--- config.mk ---
export PLATFORM = sky130hd
export DESIGN_NAME = serial_r3_butterfly
export DESIGN_NICKNAME = d
export VERILOG_FILES = /design/src/rtl/bf3_pkg.sv /design/src/rtl/sqrt3half_shiftadd.sv /design/src/rtl/bf3_ctrl.sv /design/src/rtl/bf3_datapath.sv /design/src/rtl/serial_r3_butterfly.sv
export SDC_FILE = /design/constraint.sdc
export NUM_CORES = 1
export LEC_CHECK = 0
export BUFFER_PORTS_ARGS = -buffer_cell sky130_fd_sc_hd__buf_2
export CORE_MARGIN = 2
export CORE_UTILIZATION = 45
export DETAILED_ROUTE_END_ITERATION = 8
export PLACE_DENSITY = 0.68
export SYNTH_ARGS = -nofsm -noshare
export SYNTH_HDL_FRONTEND = slang
export SYNTH_SLANG_ARGS = --single-unit
--- constraint.sdc ---
create_clock -name clk -period 8.4 [get_ports clk]
set_input_delay 0.42 -clock clk [delete_from_list [all_inputs] [get_ports clk]]
set_output_delay 0.42 -clock clk [all_outputs]
set_load 0.005 [all_outputs]
--- src/rtl/bf3_pkg.sv ---
package bf3_pkg;

  // Strobes issued by the sequencer to the arithmetic path each cycle.
  typedef struct packed {
    logic       capFirst;   // register sample x0
    logic       capSecond;  // register sample x1
    logic       fire;       // x2 present: load sum/difference stage
    logic       advance;    // load product/midpoint stage
    logic       emit;       // load output register
    logic [1:0] binSel;     // 0: X0, 1: X1, 2: X2
  } bf3Strobe_t;

  localparam logic [1:0] BIN_X0 = 2'd0;
  localparam logic [1:0] BIN_X1 = 2'd1;
  localparam logic [1:0] BIN_X2 = 2'd2;

endpackage

--- src/rtl/sqrt3half_shiftadd.sv ---
// floor(v * 887 / 1024) from three shift-and-subtract steps:
// 887 = ((8 - 1) * 16 - 1) * 8 - 1
module sqrt3half_shiftadd #(
  parameter int DW = 13
) (
  input  logic signed [DW-1:0] din,
  output logic signed [DW-1:0] dout
);
  localparam int PW = DW + 10;
  localparam int FRAC = 10;

  logic signed [PW-1:0] ext;
  logic signed [PW-1:0] times7;
  logic signed [PW-1:0] times111;
  logic signed [PW-1:0] times887;
  logic signed [PW-1:0] scaled;

  always_comb begin
    ext      = PW'(din);
    times7   = (ext <<< 3) - ext;
    times111 = (times7 <<< 4) - ext;
    times887 = (times111 <<< 3) - ext;
    scaled   = times887 >>> FRAC;
    dout     = DW'(scaled);
  end
endmodule

--- src/rtl/bf3_ctrl.sv ---
module bf3_ctrl
  import bf3_pkg::*;
(
  input  logic       clk,
  input  logic       rstN,
  input  logic       inValid,
  output bf3Strobe_t strobe
);
  logic [1:0] inPhase;
  logic       stage1Full;
  logic       stage2Full;
  logic       burstOn;
  logic [1:0] burstIdx;

  always_comb begin
    strobe.capFirst  = inValid && (inPhase == 2'd0);
    strobe.capSecond = inValid && (inPhase == 2'd1);
    strobe.fire      = inValid && (inPhase == 2'd2);
    strobe.advance   = stage1Full;
    strobe.emit      = stage2Full || burstOn;
    strobe.binSel    = stage2Full ? BIN_X0 : burstIdx;
  end

  always_ff @(posedge clk or negedge rstN) begin
    if (!rstN) begin
      inPhase <= 2'd0;
    end else if (inValid) begin
      inPhase <= (inPhase == 2'd2) ? 2'd0 : inPhase + 2'd1;
    end
  end

  always_ff @(posedge clk or negedge rstN) begin
    if (!rstN) begin
      stage1Full <= 1'b0;
      stage2Full <= 1'b0;
    end else begin
      stage1Full <= strobe.fire;
      stage2Full <= stage1Full;
    end
  end

  always_ff @(posedge clk or negedge rstN) begin
    if (!rstN) begin
      burstOn  <= 1'b0;
      burstIdx <= BIN_X0;
    end else if (stage2Full) begin
      burstOn  <= 1'b1;
      burstIdx <= BIN_X1;
    end else if (burstOn) begin
      if (burstIdx == BIN_X2) begin
        burstOn  <= 1'b0;
        burstIdx <= BIN_X0;
      end else begin
        burstIdx <= burstIdx + 2'd1;
      end
    end
  end

  // group position only takes legal values
  p_phase_legal_r8: assert property (@(posedge clk) disable iff (!rstN)
    inPhase != 2'd3);

  // idle input cycles leave the group position untouched
  p_phase_hold_r8: assert property (@(posedge clk) disable iff (!rstN)
    !inValid |=> $stable(inPhase));

  // a completed group produces its X0 two edges later
  p_x0_after_fire_r7: assert property (@(posedge clk) disable iff (!rstN)
    strobe.fire |=> ##1 (strobe.emit && strobe.binSel == BIN_X0));

  // bins leave in the order X0, X1, X2
  p_bin_order_r7: assert property (@(posedge clk) disable iff (!rstN)
    (strobe.emit && strobe.binSel != BIN_X0) |->
      ($past(strobe.emit) && $past(strobe.binSel) == strobe.binSel - 2'd1));

endmodule

--- src/rtl/bf3_datapath.sv ---
module bf3_datapath
  import bf3_pkg::*;
#(
  parameter int W = 12
) (
  input  logic                  clk,
  input  logic                  rstN,
  input  bf3Strobe_t            strobe,
  input  logic signed [W-1:0]   inRe,
  input  logic signed [W-1:0]   inIm,
  output logic                  outValid,
  output logic signed [W+1:0]   outRe,
  output logic signed [W+1:0]   outIm
);
  localparam int SW = W + 1;  // width of x1+x2 and x1-x2
  localparam int OW = W + 2;  // result width
  localparam int NC = 2;      // component 0 = real, 1 = imaginary

  logic signed [W-1:0]  curIn   [NC];
  logic signed [W-1:0]  firstQ  [NC];
  logic signed [W-1:0]  secondQ [NC];
  logic signed [W-1:0]  holdX0  [NC];
  logic signed [SW-1:0] sumQ    [NC];
  logic signed [SW-1:0] diffQ   [NC];
  logic signed [SW-1:0] scaledD [NC];
  logic signed [OW-1:0] binX0   [NC];
  logic signed [OW-1:0] midQ    [NC];
  logic signed [SW-1:0] rotQ    [NC];
  logic signed [OW-1:0] nextOut [NC];

  assign curIn[0] = inRe;
  assign curIn[1] = inIm;

  for (genvar c = 0; c < NC; c++) begin : g_comp
    // input reorder registers: hold x0 and x1 until x2 arrives
    always_ff @(posedge clk) begin
      if (strobe.capFirst)  firstQ[c]  <= curIn[c];
      if (strobe.capSecond) secondQ[c] <= curIn[c];
    end

    // stage 1: pair sum and pair difference, x0 carried along
    always_ff @(posedge clk) begin
      if (strobe.fire) begin
        holdX0[c] <= firstQ[c];
        sumQ[c]   <= SW'(secondQ[c]) + SW'(curIn[c]);
        diffQ[c]  <= SW'(secondQ[c]) - SW'(curIn[c]);
      end
    end

    sqrt3half_shiftadd #(.DW(SW)) u_scale (
      .din  (diffQ[c]),
      .dout (scaledD[c])
    );

    // stage 2: DC bin, midpoint, scaled difference
    always_ff @(posedge clk) begin
      if (strobe.advance) begin
        binX0[c] <= OW'(holdX0[c]) + OW'(sumQ[c]);
        midQ[c]  <= OW'(holdX0[c]) - OW'(sumQ[c] >>> 1);
        rotQ[c]  <= scaledD[c];
      end
    end
  end

  // stage 3: one shared adder per component, sign chosen by bin.
  // Rotation by -j/+j swaps components: real uses imag scaled term, imag uses real.
  always_comb begin
    nextOut[0] = binX0[0];
    nextOut[1] = binX0[1];
    if (strobe.binSel == BIN_X1) begin
      nextOut[0] = midQ[0] + OW'(rotQ[1]);
      nextOut[1] = midQ[1] - OW'(rotQ[0]);
    end else if (strobe.binSel == BIN_X2) begin
      nextOut[0] = midQ[0] - OW'(rotQ[1]);
      nextOut[1] = midQ[1] + OW'(rotQ[0]);
    end
  end

  always_ff @(posedge clk or negedge rstN) begin
    if (!rstN) begin
      outValid <= 1'b0;
      outRe    <= '0;
      outIm    <= '0;
    end else begin
      outValid <= strobe.emit;
      if (strobe.emit) begin
        outRe <= nextOut[0];
        outIm <= nextOut[1];
      end
    end
  end

  // every burst on the output lasts exactly three cycles
  p_burst_three_r7: assert property (@(posedge clk) disable iff (!rstN)
    $rose(outValid) |=> outValid ##1 outValid);

  // output data only change when a result is loaded
  p_out_hold_r7: assert property (@(posedge clk) disable iff (!rstN)
    !outValid |-> $stable(outRe) || $past(!rstN));

endmodule

--- src/rtl/serial_r3_butterfly.sv ---
module serial_r3_butterfly
  import bf3_pkg::*;
#(
  parameter int W = 12
) (
  input  logic                clk,
  input  logic                rstN,
  input  logic                inValid,
  input  logic signed [W-1:0] inRe,
  input  logic signed [W-1:0] inIm,
  output logic                outValid,
  output logic signed [W+1:0] outRe,
  output logic signed [W+1:0] outIm
);
  bf3Strobe_t strobe;

  bf3_ctrl u_ctrl (
    .clk     (clk),
    .rstN    (rstN),
    .inValid (inValid),
    .strobe  (strobe)
  );

  bf3_datapath #(.W(W)) u_dp (
    .clk      (clk),
    .rstN     (rstN),
    .strobe   (strobe),
    .inRe     (inRe),
    .inIm     (inIm),
    .outValid (outValid),
    .outRe    (outRe),
    .outIm    (outIm)
  );
endmodule

==> metrics.cfg, run 1 <==
[outcome]
status=finished clean

[detailed_routing]
ant_nets=0
drc=0
post_drt_wl_per_cell_um=17.5
first_iter_violations=1019
viasPerCell=5.62
dr.pass1.iters=6
vias=14200
totalWireLength_um=44400

[power_and_ir_drop]
seqPwrFrac_pct=27.7
p_leak_nw=8.64
power_mw=6.83
sw_frac_of_total_pct=42.4
switching_power_mw=2.90
ir_worst_vdd_uv=172
p_int_mw=3.94
combPwrFrac_pct=55.2
p_per_area_nw_per_um2=339
pwr-share-clk_pct=17.1

[global_route]
grt_max_degree=76
grt_pass1_wl_um=71100
grt_pass1_vias=13700
antenna_found_initial=4
globalRouteOverflowTotal=0
grtUsageTotal_pct=20.9

[sta]
rsz0062_at_grt=no
final-hold-violation-count=0
post-route-min-period_ns=5.03
fmax_mhz=199
tns_ns=0
period_share_pct=59.9
maxSlewHeadroom_pct=34.9
finalClockSkew_ns=0.0318
setup_viol=0
slew_viol_final=0
worst_slew_pin_slew_ns=0.971

[placement]
place_hpwl_um=35200
gp_congestion=0.909
portBuffers=55

[die]
core_area_um2=40600
die_h_um=206
rows=74
pin_count=56
die_area_um2=42500
initial_core_util_pct=45.3
die_x_um=206

[finish]
fillers=3702
final_util_pct=49.7
synthToLayoutAreaGrowth_pct=9.67
diodes=0
multi_input_area_um2=10500
drive_above_1_share_pct=7.30
nets=2259
regArea_um2=6970

[setup_path]
reg2reg_depth=22
r2r_end=u_dp.rotQ[0][25]$_DFFE_PP_
cp.required_ns=8.70
r2r_start=u_dp.diffQ[0][13]$_DFFE_PP_
critPathKind=flip-flop to flip-flop
cp_max_fo=8
crit_path_end=u_dp.rotQ[0][25]$_DFFE_PP_
crit_start=u_dp.diffQ[0][13]$_DFFE_PP_
arrival_ns=5.34
cp-start-kind=flip-flop
r2r_setup_slack_ns=3.37
end_kind=flip-flop

[clocking]
cts_resized=0
root_buffer=clkbuf_16
htreeDepth=1
cts_tree=built
cts_hold_buf=1
post_cts_buffers=0
clock_latency_ns=0.58
clk_pin_slew_worst_paths_ns=0.06
clockBufferDepth=3
clock_sinks=238
cts_made_buffers=29

[run]
maxCapViolations=0

[logic_synthesis]
syn-cell-area_um2=18400
yosys.area_share.adder_pct=17.8
syn-instance-count=1924
synth_warnings=0
synth-xor-area-share_pct=6.99
ys_ff_latch=238
avgSynthCellArea_um2=9.56
synth_top_cell_by_area=edfxtp_1
synth_nets=2205
netlist_top_cells_area=edfxtp_1, ha_1, xnor2_1, dfrtp_1, a21oi_1
synth_edf_count=202
synth_compound_area_share_pct=19.8
yosys_most_used_dff=edfxtp_1
synth-simple-area-share_pct=12.1
synth_top_family_by_area=compound AO/OA/AOI/OAI gates
synth_mux_area_share_pct=0.333
yosysSeqAreaShare_pct=37.9
synth_top_area_share_pct=33.0
async_flop_share_pct=15.1
yosysUniqueCellTypes=81

[min_path]
min-delay-path-class=input port to flip-flop
holdPathStages=1

==> Yosys cell counts (32+ instances only) <==
cell type and instances:
clkbuf_1 37, o21ai_0 121, xor2_1 36, xnor2_1 108, nor2_1 156, a21o_1 46
nor2b_1 32, a21oi_1 160, nand2_1 112, inv_1 211, nor3_1 47, ha_1 242
dfrtp_1 36, edfxtp_1 202
==> cell families after synthesis <==
group           after synthesis
simple gates                467
mux                           6
fa+ha+maj                   254
xor+xnor                    145
compound gates              561
buf+inv                     253
flops                       238
==> state kept, by name, summed over array words and instances, names as in the netlist, 24 cells and up <==
register      count
u_dp.binX0       28
u_dp.diffQ       26
u_dp.firstQ      24
u_dp.holdX0      24
u_dp.midQ        26
u_dp.rotQ        26
u_dp.secondQ     24
u_dp.sumQ        24
==> per-stage QoR <==
step	area, µm²	hold slack, ns	cells	setup slack [ns]
after detailed placement	19300	0.405	2478	3.42
after floorplan	18400	0.124	1924	1.81
after CTS	20200	0.0541	2533	3.38
after global routing	20200	0.0660	2533	2.85
final	20200	0.0722	2533	3.37
after global placement	19300	0.400	2478	3.54
==> cells in the final DEF (no fill, tap or decap), types with 32 or more instances in the layout <==
cell and instances:
a21o_1 46, xor2_1 36, dfrtp_1 35, nor2b_1 32
nor2_1 154, a21oi_1 160, nor3_1 46, nand2_1 112
o21ai_0 121, inv_1 211, ha_1 242, edfxtp_1 202
buf_2 55, xnor2_1 108
==> critical path: stages, from the launching register on <==
cell	delay, ns
edfxtp_1	0.51
ha_1	0.38
nor4b_1	0.50
nor4_1	0.10
a21oi_1	0.21
a21oi_1	0.13
o21bai_1	0.14
a21oi_1	0.09
xnor2_1	0.14
ha_1	0.33
nand3_1	0.10
nor2_1	0.05
a221o_1	0.30
a21oi_1	0.18
o21ai_1	0.14
o21a_1	0.20
nor2_1	0.11
xnor2_1	0.13
ha_1	0.30
a21o_1	0.22
a21o_1	0.17
a31o_2	0.22
xnor2_1	0.12
==> cell type report <==
| type | count | share of cell area, % |
|---|---|---|
| clock buffer | 31 | 3.69 |
| clock inverter | 23 | 0.732 |
| inverter | 211 | 3.93 |
| multi-input combinational | 1433 | 52.1 |
| sequential | 238 | 34.6 |
| tap | 532 | 3.30 |
| timing repair buffer | 65 | 1.75 |
==> routing by layer <==
layer / GRT usage [%] / routed length [µm] / vias up / part of all wire (%)
met2: 35.0 / 20600 / 328 / 46
met4: 4.49 / 894 / 0 / 2.0
met3: 2.21 / 2100 / 68 / 4.7
met5: 0 / 0 / - / 0
li1: - / - / 7075 / -
met1: 29.3 / 20800 / 6754 / 47
==> worst min-delay path by stage <==
stage / start / slack, ns / to
6_report: inIm[8] / 0.07 / u_dp.secondQ[0][20]$_DFFE_PP_
5_1_grt: inIm[11] / 0.07 / u_dp.secondQ[0][23]$_DFFE_PP_
4_1_cts: inIm[5] / 0.05 / u_dp.secondQ[0][17]$_DFFE_PP_
3_5_place_dp: u_dp.firstQ[0][0]$_DFFE_PP_ / 0.40 / u_dp.holdX0[0][0]$_DFFE_PP_
3_3_place_gp: u_dp.firstQ[0][0]$_DFFE_PP_ / 0.40 / u_dp.holdX0[0][0]$_DFFE_PP_
2_1_floorplan: rstN / 0.12 / u_ctrl.burstIdx[0]$_DFFE_PN0P_
==> power groups by stage <==
stage	clock (mW)	sequential [mW]	combinational (mW)
final	1.17	1.89	3.77
after floorplan	0	1.87	2.84
after CTS	1.19	1.90	3.74
after global routing	1.24	1.92	4.21
after global placement	0	1.91	3.62
after detailed placement	0	1.92	3.72
Power figures use the tool's default switching activity.
==> inputs of run 2 (changes only) <==
==> constraint.sdc (replaced) <==
create_clock -name clk -period 4.9 [get_ports clk]
set_input_delay 0.245 -clock clk [delete_from_list [all_inputs] [get_ports clk]]
set_output_delay 0.245 -clock clk [all_outputs]
set_load 0.005 [all_outputs]
==> metrics.cfg, run 2 (synthesis gave the netlist of run 1 again) <==
[outcome]
status=finished clean

[die]
die_area_um2=42500
die_h_um=206
die_x_um=206
core_area_um2=40600
initial_core_util_pct=45.3
pin_count=56
rows=74

[clocking]
htreeDepth=1
clk_pin_slew_worst_paths_ns=0.06
clock_latency_ns=0.57
root_buffer=clkbuf_16
cts_made_buffers=29
cts_tree=built
clock_sinks=238
clockBufferDepth=3

[setup_path]
cp-start-kind=flip-flop
cp_slowest_cell=edfxtp_1
cp_max_fo=4
r2r_end=u_dp.rotQ[0][25]$_DFFE_PP_
max_stage_delay_ns=0.48
cp.required_ns=5.21
arrival_ns=4.95
path_cells=ha_4 > and3b_1 > o21a_1 > o21ai_2 > nand2_1 > a21o_1 > a21oi_1 > xnor2_1 > ha_1 > a21oi_2 > o21ai_0 > a221o_1 > a21oi_2 > o21ai_2 > o21a_1 > nor2_1 > xnor2_1 > ha_1 > a21o_1 > a21o_1 > a31o_2 > xnor2_1
cp_num_buf_inv=0
critPathKind=flip-flop to flip-flop
end_kind=flip-flop
cp.depth=22
critPathTopFamily=compound AO/OA/AOI/OAI gates
reg2reg_depth=22
r2r_setup_slack_ns=0.26
r2r_start=u_dp.diffQ[0][13]$_DFFE_PP_

[finish]
final_cell_mix=ha_1, inv_1, edfxtp_1
nets=2294
diodes=0
final_common_cell=ha_1
synthToLayoutAreaGrowth_pct=12.6
fillers=3703
drive_above_1_share_pct=8.50
fin_area_um2=20700
regMostFlops=u_dp.binX0
largest_reg_flops=28

[detailed_routing]
post_drt_wl_per_cell_um=17.2
drc=0
totalWireLength_um=44100
dr.pass1.iters=5
viasPerCell=5.60
first_iter_violations=1078
vias=14400
ant_nets=0

[min_path]
holdPathEnd=u_ctrl.inPhase[0]$_DFFE_PN0P_
min_from=inValid
holdPathStages=3
min-delay-path-class=input port to flip-flop

[global_route]
grt_pass1_wl_um=69900
antenna_found_initial=7
grt_pass1_vias=13600
globalRouteOverflowTotal=0
grtUsageTotal_pct=20.6
grt_max_degree=76

[sta]
maxSlewHeadroom_pct=28.9
setup_viol=0
finalClockSkew_ns=0.0167
final-hold-violation-count=0
worst_slew_pin_slew_ns=1.06
period_share_pct=94.7
post-route-min-period_ns=4.64
hold_ws_ns=0.0957
slew_viol_final=0
fmax_mhz=215

[placement]
place_hpwl_um=34700
place_area_um2=19300
gp_congestion=0.916
portBuffers=55

[power_and_ir_drop]
seqPwrFrac_pct=27.2
switching_power_mw=4.98
combPwrFrac_pct=54.5
p_leak_nw=8.85
sw_frac_of_total_pct=41.5
ir_worst_vdd_uv=290
p_int_mw=7.04
pwr-share-clk_pct=18.3
p_per_area_nw_per_um2=581

[run]
maxCapViolations=0

==> run 2: how the worst max path moves through the flow <==
stage | start | to
floorplan | u_dp.diffQ[0][13]$_DFFE_PP_ | u_dp.rotQ[0][25]$_DFFE_PP_
global placement | u_dp.diffQ[0][13]$_DFFE_PP_ | u_dp.rotQ[0][25]$_DFFE_PP_
detailed placement | u_dp.diffQ[0][3]$_DFFE_PP_ | u_dp.rotQ[0][12]$_DFFE_PP_
CTS | u_dp.diffQ[0][3]$_DFFE_PP_ | u_dp.rotQ[0][12]$_DFFE_PP_
global route | u_dp.diffQ[0][13]$_DFFE_PP_ | u_dp.rotQ[0][25]$_DFFE_PP_
finish | u_dp.diffQ[0][13]$_DFFE_PP_ | u_dp.rotQ[0][25]$_DFFE_PP_
==> run 2: cell type report <==
| type | instances | area [µm²] | area share, % |
|---|---|---|---|
| inverter | 211 | 792 | 3.82 |
| clock buffer | 36 | 782 | 3.78 |
| multi-input combinational | 1433 | 10600 | 51.3 |
| sequential | 238 | 6970 | 33.6 |
| timing repair buffer | 100 | 676 | 3.26 |
| tap | 532 | 666 | 3.21 |
| clock inverter | 18 | 211 | 1.02 |
==> run 2: power by group through the flow <==
stage	logic (mW)	registers (mW)	clock network [mW]
2_1_floorplan	4.86	3.20	0
3_3_place_gp	6.19	3.30	0
3_5_place_dp	6.34	3.31	0
4_1_cts	6.39	3.27	2.24
5_1_grt	7.34	3.31	2.32
6_report	6.56	3.27	2.20
==> run 2: through the flow <==
stage | instances | util (%) | setup slack [ns] | total power [mW] | setup TNS [ns]
after floorplan | 1924 | - | 0.344 | 8.06 | 0
after CTS | 2563 | 50.7 | 0.0454 | 11.9 | 0
after global routing | 2568 | 51.1 | -0.0113 | 13.0 | -0.0116
after detailed placement | 2484 | 47.6 | 0.0805 | 9.65 | 0
after global placement | 2484 | 47.6 | 0.160 | 9.49 | 0
final | 2568 | 51.1 | 0.258 | 12.0 | 0
==> run 2: per-layer routing <==
| layer | vias to the layer above | routed length [µm] | global-route usage, % | share of wire, % |
|---|---|---|---|---|
| li1 | 7146 | - | - | - |
| met1 | 6805 | 20400 | 28.4 | 46 |
| met2 | 355 | 20100 | 33.7 | 46 |
| met3 | 70 | 2720 | 3.85 | 6.2 |
| met4 | 4 | 866 | 4.46 | 2.0 |
| met5 | - | 23 | 0 | 0.052 |
==> run 2: what timing repair did <==
action,4_1_cts,5_1_grt
setup endpoints to repair,0,7
gates resized for setup,0,22
hold endpoints to repair,84,0
buffers inserted,0,5
hold buffers,25,0
==> run 2: worst min-delay path: stages <==
cell    delay [ns]
buf_2         0.09
inv_1         0.10
a21o_1        0.19
